## src/rtl/ras_pkg.sv

```systemverilog
package ras_pkg;

  typedef enum logic [2:0] {
    TAG_NULL  = 3'd0,
    TAG_INSTR = 3'd1,
    TAG_ADDR  = 3'd2,
    TAG_VALUE = 3'd3,
    TAG_REF   = 3'd4
  } tag_e;

  typedef enum logic [2:0] {
    FC_NONE    = 3'd0,
    FC_ROGUE   = 3'd1,
    FC_TAG     = 3'd2,
    FC_OVER    = 3'd3,
    FC_UNDER   = 3'd4,
    FC_COLLIDE = 3'd5
  } fault_e;

  typedef struct packed {
    logic push;
    logic pop;
    logic fromCall;
  } strobe_t;

endpackage

```

## src/rtl/ras_ctrl.sv

```systemverilog
module ras_ctrl
  import ras_pkg::*;
(
  input  logic          clk,
  input  logic          rstN,
  input  logic          callReq,
  input  logic          retReq,
  input  logic          pushReq,
  input  logic [2:0]    pushTag,
  input  logic          popReq,
  input  logic          rogueWrite,
  input  logic          full,
  input  logic          empty,
  output strobe_t       stb,
  output logic          fault,
  output logic [2:0]    faultCause
);

  logic pushWant, popWant, collide, tagBad, pushOk, overErr, popTry, underErr;
  fault_e causeNext;

  always_comb begin
    pushWant = callReq | pushReq;
    popWant  = retReq | popReq;
    collide  = (callReq & pushReq) | (pushWant & popWant) | (retReq & popReq);
    tagBad   = pushReq & ~callReq & (pushTag != TAG_ADDR);
    pushOk   = callReq | (pushReq & ~tagBad);
    overErr  = pushOk & full;
    popTry   = popWant & ~pushWant;
    underErr = popTry & empty;

    stb.push     = pushOk & ~full;
    stb.fromCall = callReq;
    stb.pop      = popTry & ~empty;

    if (rogueWrite)    causeNext = FC_ROGUE;
    else if (collide)  causeNext = FC_COLLIDE;
    else if (tagBad)   causeNext = FC_TAG;
    else if (overErr)  causeNext = FC_OVER;
    else if (underErr) causeNext = FC_UNDER;
    else               causeNext = FC_NONE;
  end

  always_ff @(posedge clk) begin
    if (!rstN) begin
      fault      <= 1'b0;
      faultCause <= FC_NONE;
    end else begin
      fault      <= (causeNext != FC_NONE);
      faultCause <= causeNext;
    end
  end

  AST_ROGUE_REPORTED: assert property (@(posedge clk) disable iff (!rstN)
    rogueWrite |=> (fault && faultCause == FC_ROGUE));

  AST_BAD_TAG_BLOCKED: assert property (@(posedge clk) disable iff (!rstN)
    (pushReq && !callReq && pushTag != TAG_ADDR) |-> !stb.push);

  AST_PUSH_BEATS_POP: assert property (@(posedge clk) disable iff (!rstN)
    !(stb.push && stb.pop));

  AST_CAUSE_QUIET: assert property (@(posedge clk) disable iff (!rstN)
    !fault |-> (faultCause == FC_NONE));

endmodule

```

## src/rtl/ras_store.sv

```systemverilog
module ras_store
  import ras_pkg::*;
#(
  parameter int DEPTH = 16,
  parameter int AW    = 32
) (
  input  logic          clk,
  input  logic          rstN,
  input  strobe_t       stb,
  input  logic [AW-1:0] callAddr,
  input  logic [AW-1:0] pushData,
  output logic          full,
  output logic          empty,
  output logic [AW-1:0] topAddr
);

  localparam int CW = $clog2(DEPTH + 1);
  localparam int IW = (DEPTH > 1) ? $clog2(DEPTH) : 1;

  logic [AW-1:0] mem [DEPTH];
  logic [CW-1:0] count;
  logic [IW-1:0] wrIdx, topIdx;
  logic [AW-1:0] wrData;

  always_comb begin
    full   = (count == CW'(DEPTH));
    empty  = (count == '0);
    wrIdx  = IW'(count);
    topIdx = IW'(count - CW'(1));
    wrData = stb.fromCall ? callAddr : pushData;
    topAddr = mem[topIdx];
  end

  always_ff @(posedge clk) begin
    if (stb.push) mem[wrIdx] <= wrData;
  end

  always_ff @(posedge clk) begin
    if (!rstN)         count <= '0;
    else if (stb.push) count <= count + CW'(1);
    else if (stb.pop)  count <= count - CW'(1);
  end

  AST_NO_OVERFLOW: assert property (@(posedge clk) disable iff (!rstN)
    stb.push |-> (count != CW'(DEPTH)));

  AST_NO_UNDERFLOW: assert property (@(posedge clk) disable iff (!rstN)
    stb.pop |-> (count != '0));

  AST_PUSH_LANDS_ON_TOP: assert property (@(posedge clk) disable iff (!rstN)
    stb.push |=> (topAddr == $past(stb.fromCall ? callAddr : pushData)));

  AST_IDLE_HOLDS: assert property (@(posedge clk) disable iff (!rstN)
    (!stb.push && !stb.pop) |=> $stable(count));

endmodule

```

## src/rtl/retstack_guard.sv

```systemverilog
module retstack_guard
  import ras_pkg::*;
#(
  parameter int DEPTH = 16,
  parameter int AW    = 32
) (
  input  logic          clk,
  input  logic          rstN,
  input  logic          callReq,
  input  logic [AW-1:0] callAddr,
  input  logic          retReq,
  input  logic          pushReq,
  input  logic [AW-1:0] pushData,
  input  logic [2:0]    pushTag,
  input  logic          popReq,
  input  logic          rogueWrite,
  output logic [AW-1:0] popAddr,
  output logic          popValid,
  output logic          fault,
  output logic [2:0]    faultCause
);

  strobe_t       stb;
  logic          full, empty;
  logic [AW-1:0] topAddr;

  ras_ctrl u_ctrl (
    .clk(clk), .rstN(rstN), .callReq(callReq), .retReq(retReq),
    .pushReq(pushReq), .pushTag(pushTag), .popReq(popReq),
    .rogueWrite(rogueWrite), .full(full), .empty(empty), .stb(stb),
    .fault(fault), .faultCause(faultCause)
  );

  ras_store #(.DEPTH(DEPTH), .AW(AW)) u_store (
    .clk(clk), .rstN(rstN), .stb(stb), .callAddr(callAddr),
    .pushData(pushData), .full(full), .empty(empty), .topAddr(topAddr)
  );

  assign popValid = stb.pop;
  assign popAddr  = stb.pop ? topAddr : '0;

  AST_ZERO_WHEN_IDLE: assert property (@(posedge clk) disable iff (!rstN)
    !popValid |-> (popAddr == '0));

endmodule

```

## config.mk

```make
export PLATFORM = sky130hd
export DESIGN_NAME = retstack_guard
export DESIGN_NICKNAME = d
export VERILOG_FILES = /design/src/rtl/ras_pkg.sv /design/src/rtl/ras_ctrl.sv /design/src/rtl/ras_store.sv /design/src/rtl/retstack_guard.sv
export SDC_FILE = /design/constraint.sdc
export NUM_CORES = 1
export LEC_CHECK = 0
export ABC_AREA = 1
export CAP_MARGIN = 10
export CORE_ASPECT_RATIO = 0.5
export CORE_MARGIN = 2
export CORE_UTILIZATION = 50
export DETAILED_ROUTE_END_ITERATION = 8
export PLACE_DENSITY_LB_ADDON = 0.05
export REMOVE_ABC_BUFFERS = 1
export SLEW_MARGIN = 10
export SYNTH_ARGS = -nofsm -noshare
export SYNTH_HDL_FRONTEND = slang
export SYNTH_HIERARCHICAL = 1
export SYNTH_SLANG_ARGS = --single-unit
```

## constraint.sdc

```tcl
create_clock -name clk -period 3.58 [get_ports clk]
set_input_delay 0.716 -clock clk [delete_from_list [all_inputs] [get_ports clk]]
set_output_delay 0.716 -clock clk [all_outputs]
set_load 0.03 [all_outputs]
```

==> key figures <==
Routing
  • 1st-iter DRT viols: 1451
  • Final WL: 55.7 mm
  • DRT Pass-1 Iters: 5
  • Vias: 15358
  • Final antenna-violating net count: 0
  • Vias per std cell: 5.03
  • Post-DR wirelength/cell: 18.3 microns
  • DRC errors left: 0

Global route
  • Vias in the first global route: 14647
  • Top Usage Layer GRT: met2
  • Total grt overflow: 0
  • Largest net degree at the start of global routing: 163
  • Met3 GRT Util: 0.0347
  • Initial antenna violation count: 0
  • First-pass GRT wire length: 86.4 mm
  • Met2 usage: 0.371
  • Total GRT Usage: 0.239
  • M1 GR Usage: 0.362

Timing
  • Min cycle time layout: ~3.4 ns
  • Endpoints failing hold: 0
  • Max Freq: 290 MHz
  • Clk_skew: 0.0224 ns
  • Setup ws final: roughly 0.13 ns
  • Setup violators final: 0
  • Final period utilization: 0.963
  • Relative slew slack: 0.388
  • Final Slew Violations: 0
  • Setup TNS: 0 ns
  • Slew @ Worst Pin: 0.918 ns
  • Unrepaired setup endpoints after global routing: true

Die
  • Core ar.: between 40000 and 50000 sq um
  • Die X: 309 microns
  • # IOs: 111
  • Core Rows: 55
  • Chip height: approximately 160 microns
  • Initial core utilization: 0.510
  • Die ar.: 48200 sq um

Hold path
  • Hold crit path type: reg2reg

Yosys
  • Warnings, synthesis: 6
  • Post-Synthesis Cells: 2289
  • Largest cells by area after synthesis: edfxtp_1 66%, nand2_1 12%, nand3_1 8.4%
  • Area of the mapped netlist: approximately 23000 sq um
  • Seq/Total Area, Yosys: 0.671
  • Synthesized area per cell: 10.1 sq um
  • Yosys top cell by area: edfxtp_1
  • Yosys reg bits: around 520
  • Share of the synthesized area in the top cell type: 0.663
  • Yosys cell types: 26

CTS
  • H-tree Lvls: 2
  • Worst-path clk slew: 0.06 ns
  • CTS buffer count: 47
  • Clk root buf: clkbuf_16
  • Clock Tree Buf Depth: 3
  • Worst-skew pair later-pin latency: 0.57 ns
  • CTS tree: done
  • TritonCTS Sinks: roughly 520
  • Post-CTS Hold Fix Bufs: 0

Finish
  • Design area: 26700 sq um
  • FILL cells: 3848
  • Final Util: 0.588
  • FF+latch area: between 15000 and 20000 sq um
  • Final Net Count: 2469
  • Layout cells sized above 1: 0.0906
  • Ant diodes: 0
  • Synth-to-Final Area Change: 15.4%
  • Multi-input gate area: approximately 5500 sq um
  • Non-Filler Instances: between 3000 and 4000

Worst setup path
  • Most used cell, CP: nand3_1
  • CP Data Required Time: 2.86 ns
  • CP max stage delay: 0.38 ns
  • CP max-delay cell: dfxtp_1
  • CP Capture Type: output pin
  • Crit path max fanout: 32
  • Critical path startpoint category: register
  • CP Cell Sequence: inv_1 > ha_4 > inv_6 > buf_4 > nand3_1 > nand3_1 > nand3_1 > nand2_1 > nand2_1 > inv_1 > buf_4
  • Arr. time, crit path: about 2.7 ns
  • Setup Crit Path Kind: reg2out

Place
  • Dpl ws: between 0.5 and 0.6 ns
  • Cells after DPL: 2965
  • Final Wtd Congestion: ~0.76
  • Buffers on Ports: 110
  • Placement-stage cell area: 25300 sq um
  • HPWL Detailed: ~30 mm

Outcome
  • Status: completed

Power
  • Pwr dens: between 500 and 600 nW/um^2
  • Peak VDD IR: 0.000349 V
  • Leak: 11.5 nW

Flow run
  • Number of max-cap violations: 0
cells in the mapped netlist:
library cell / number
a21boi_0: 1
buf_6: 3
nand3_1: 389
nor2_4: 1
nor3_1: 1
a21oi_2: 1
mux2_1: 2
clkbuf_1: 36
o21ai_0: 4
nand2_1: 743
nand2_2: 2
o21a_1: 1
nor2_1: 28
inv_2: 3
buf_1: 1
edfxtp_1: 512
xnor2_4: 1
nand4_1: 1
buf_2: 64
dfxtp_1: 9
xor2_4: 1
inv_1: 438
a21oi_1: 2
buf_4: 11
mux2_2: 30
ha_1: 4
cells in the final DEF (no fill, tap or decap), types with 12 or more instances in the layout:
cell / count
nand2_1: 743
edfxtp_1: 512
inv_1: 436
nand3_1: 389
clkdlybuf4s50_1: 76
buf_4: 63
clkbuf_16: 47
mux2_2: 30
buf_12: 25
nor2_4: 16
nor2_1: 13
clkinv_2: 12
state kept, by name, summed over array words and instances, names as in the netlist:
| register | count |
|---|---|
| u_store/mem | 512 |
| u_ctrl/fault | 1 |
| u_store/count | 5 |
| u_ctrl/faultCause | 3 |
worst max-delay path, delay by kind of cell (launching register included):
kind | cells | cell delay, ns
and+or+nand+nor | 5 | 0.54
buffers and inverters | 5 | 0.97
adders and majority gates | 1 | 0.28
DFF | 1 | 0.38
final timing paths:
path,startpoint,slack [ns],cells past startpoint,endpoint
worst max-delay path,u_store/count[1],0.13,11,popAddr[7]
worst min-delay path,u_store/count[4],0.56,3,u_store/count[4]
worst max register to register,u_store/count[0],0.88,6,u_store/mem[7][4]
worst min register to register,u_store/count[4],0.56,3,u_store/count[4]
repair_timing:
action                     4_1_cts  5_1_grt
setup buffers                    0        4
gates resized for setup          1        3
pin swaps                        0        1
setup endpoints to repair        1       32
cloned                           0        0
logic make-up after synthesis:
family | count (synthesis) | share of synthesized area
and+or+nand+nor | 1165 | 0.210
buffers and inverters | 556 | 0.0962
DFF | 521 | 0.671
muxes | 32 | 0.0155
AOI/OAI and AO/OA | 9 | 0.00232
adders and majority gates | 4 | 0.00216
xor gates and xnor gates | 2 | 0.00238
routing by layer:
metal  vias up  wire (microns)
met1      7363           26900
met5         -               0
met4         0             885
met2       390           24700
met3        65            3180
li1       7540               -
power breakdown:
| group | internal [mW] | switching [mW] |
|---|---|---|
| Clock | 2.54 | 2.18 |
| Sequential | 6.90 | 0.0334 |
| Combinational | 1.08 | 2.29 |
| Total | 10.5 | 4.51 |
layout make-up:
type | count | area share
Clock buffer | 59 | 0.0479
Clock inverter | 26 | 0.00496
Inverter | 441 | 0.0624
Multi-Input combinational cell | 1212 | 0.207
Sequential cell | 521 | 0.582
Tap cell | 627 | 0.0293
Timing Repair Buffer | 168 | 0.0669
stage by stage:
| step | power, mW | hold slack, ns |
|---|---|---|
| 6_report | 15.0 | 0.560 |
| 5_1_grt | 15.7 | 0.597 |
| 4_1_cts | 15.1 | 0.561 |
| 3_5_place_dp | 10.4 | 0.542 |
| 3_3_place_gp | 10.4 | 0.538 |
| 2_1_floorplan | 9.18 | 0.512 |
No activity file was read; power rests on OpenSTA's default activity.
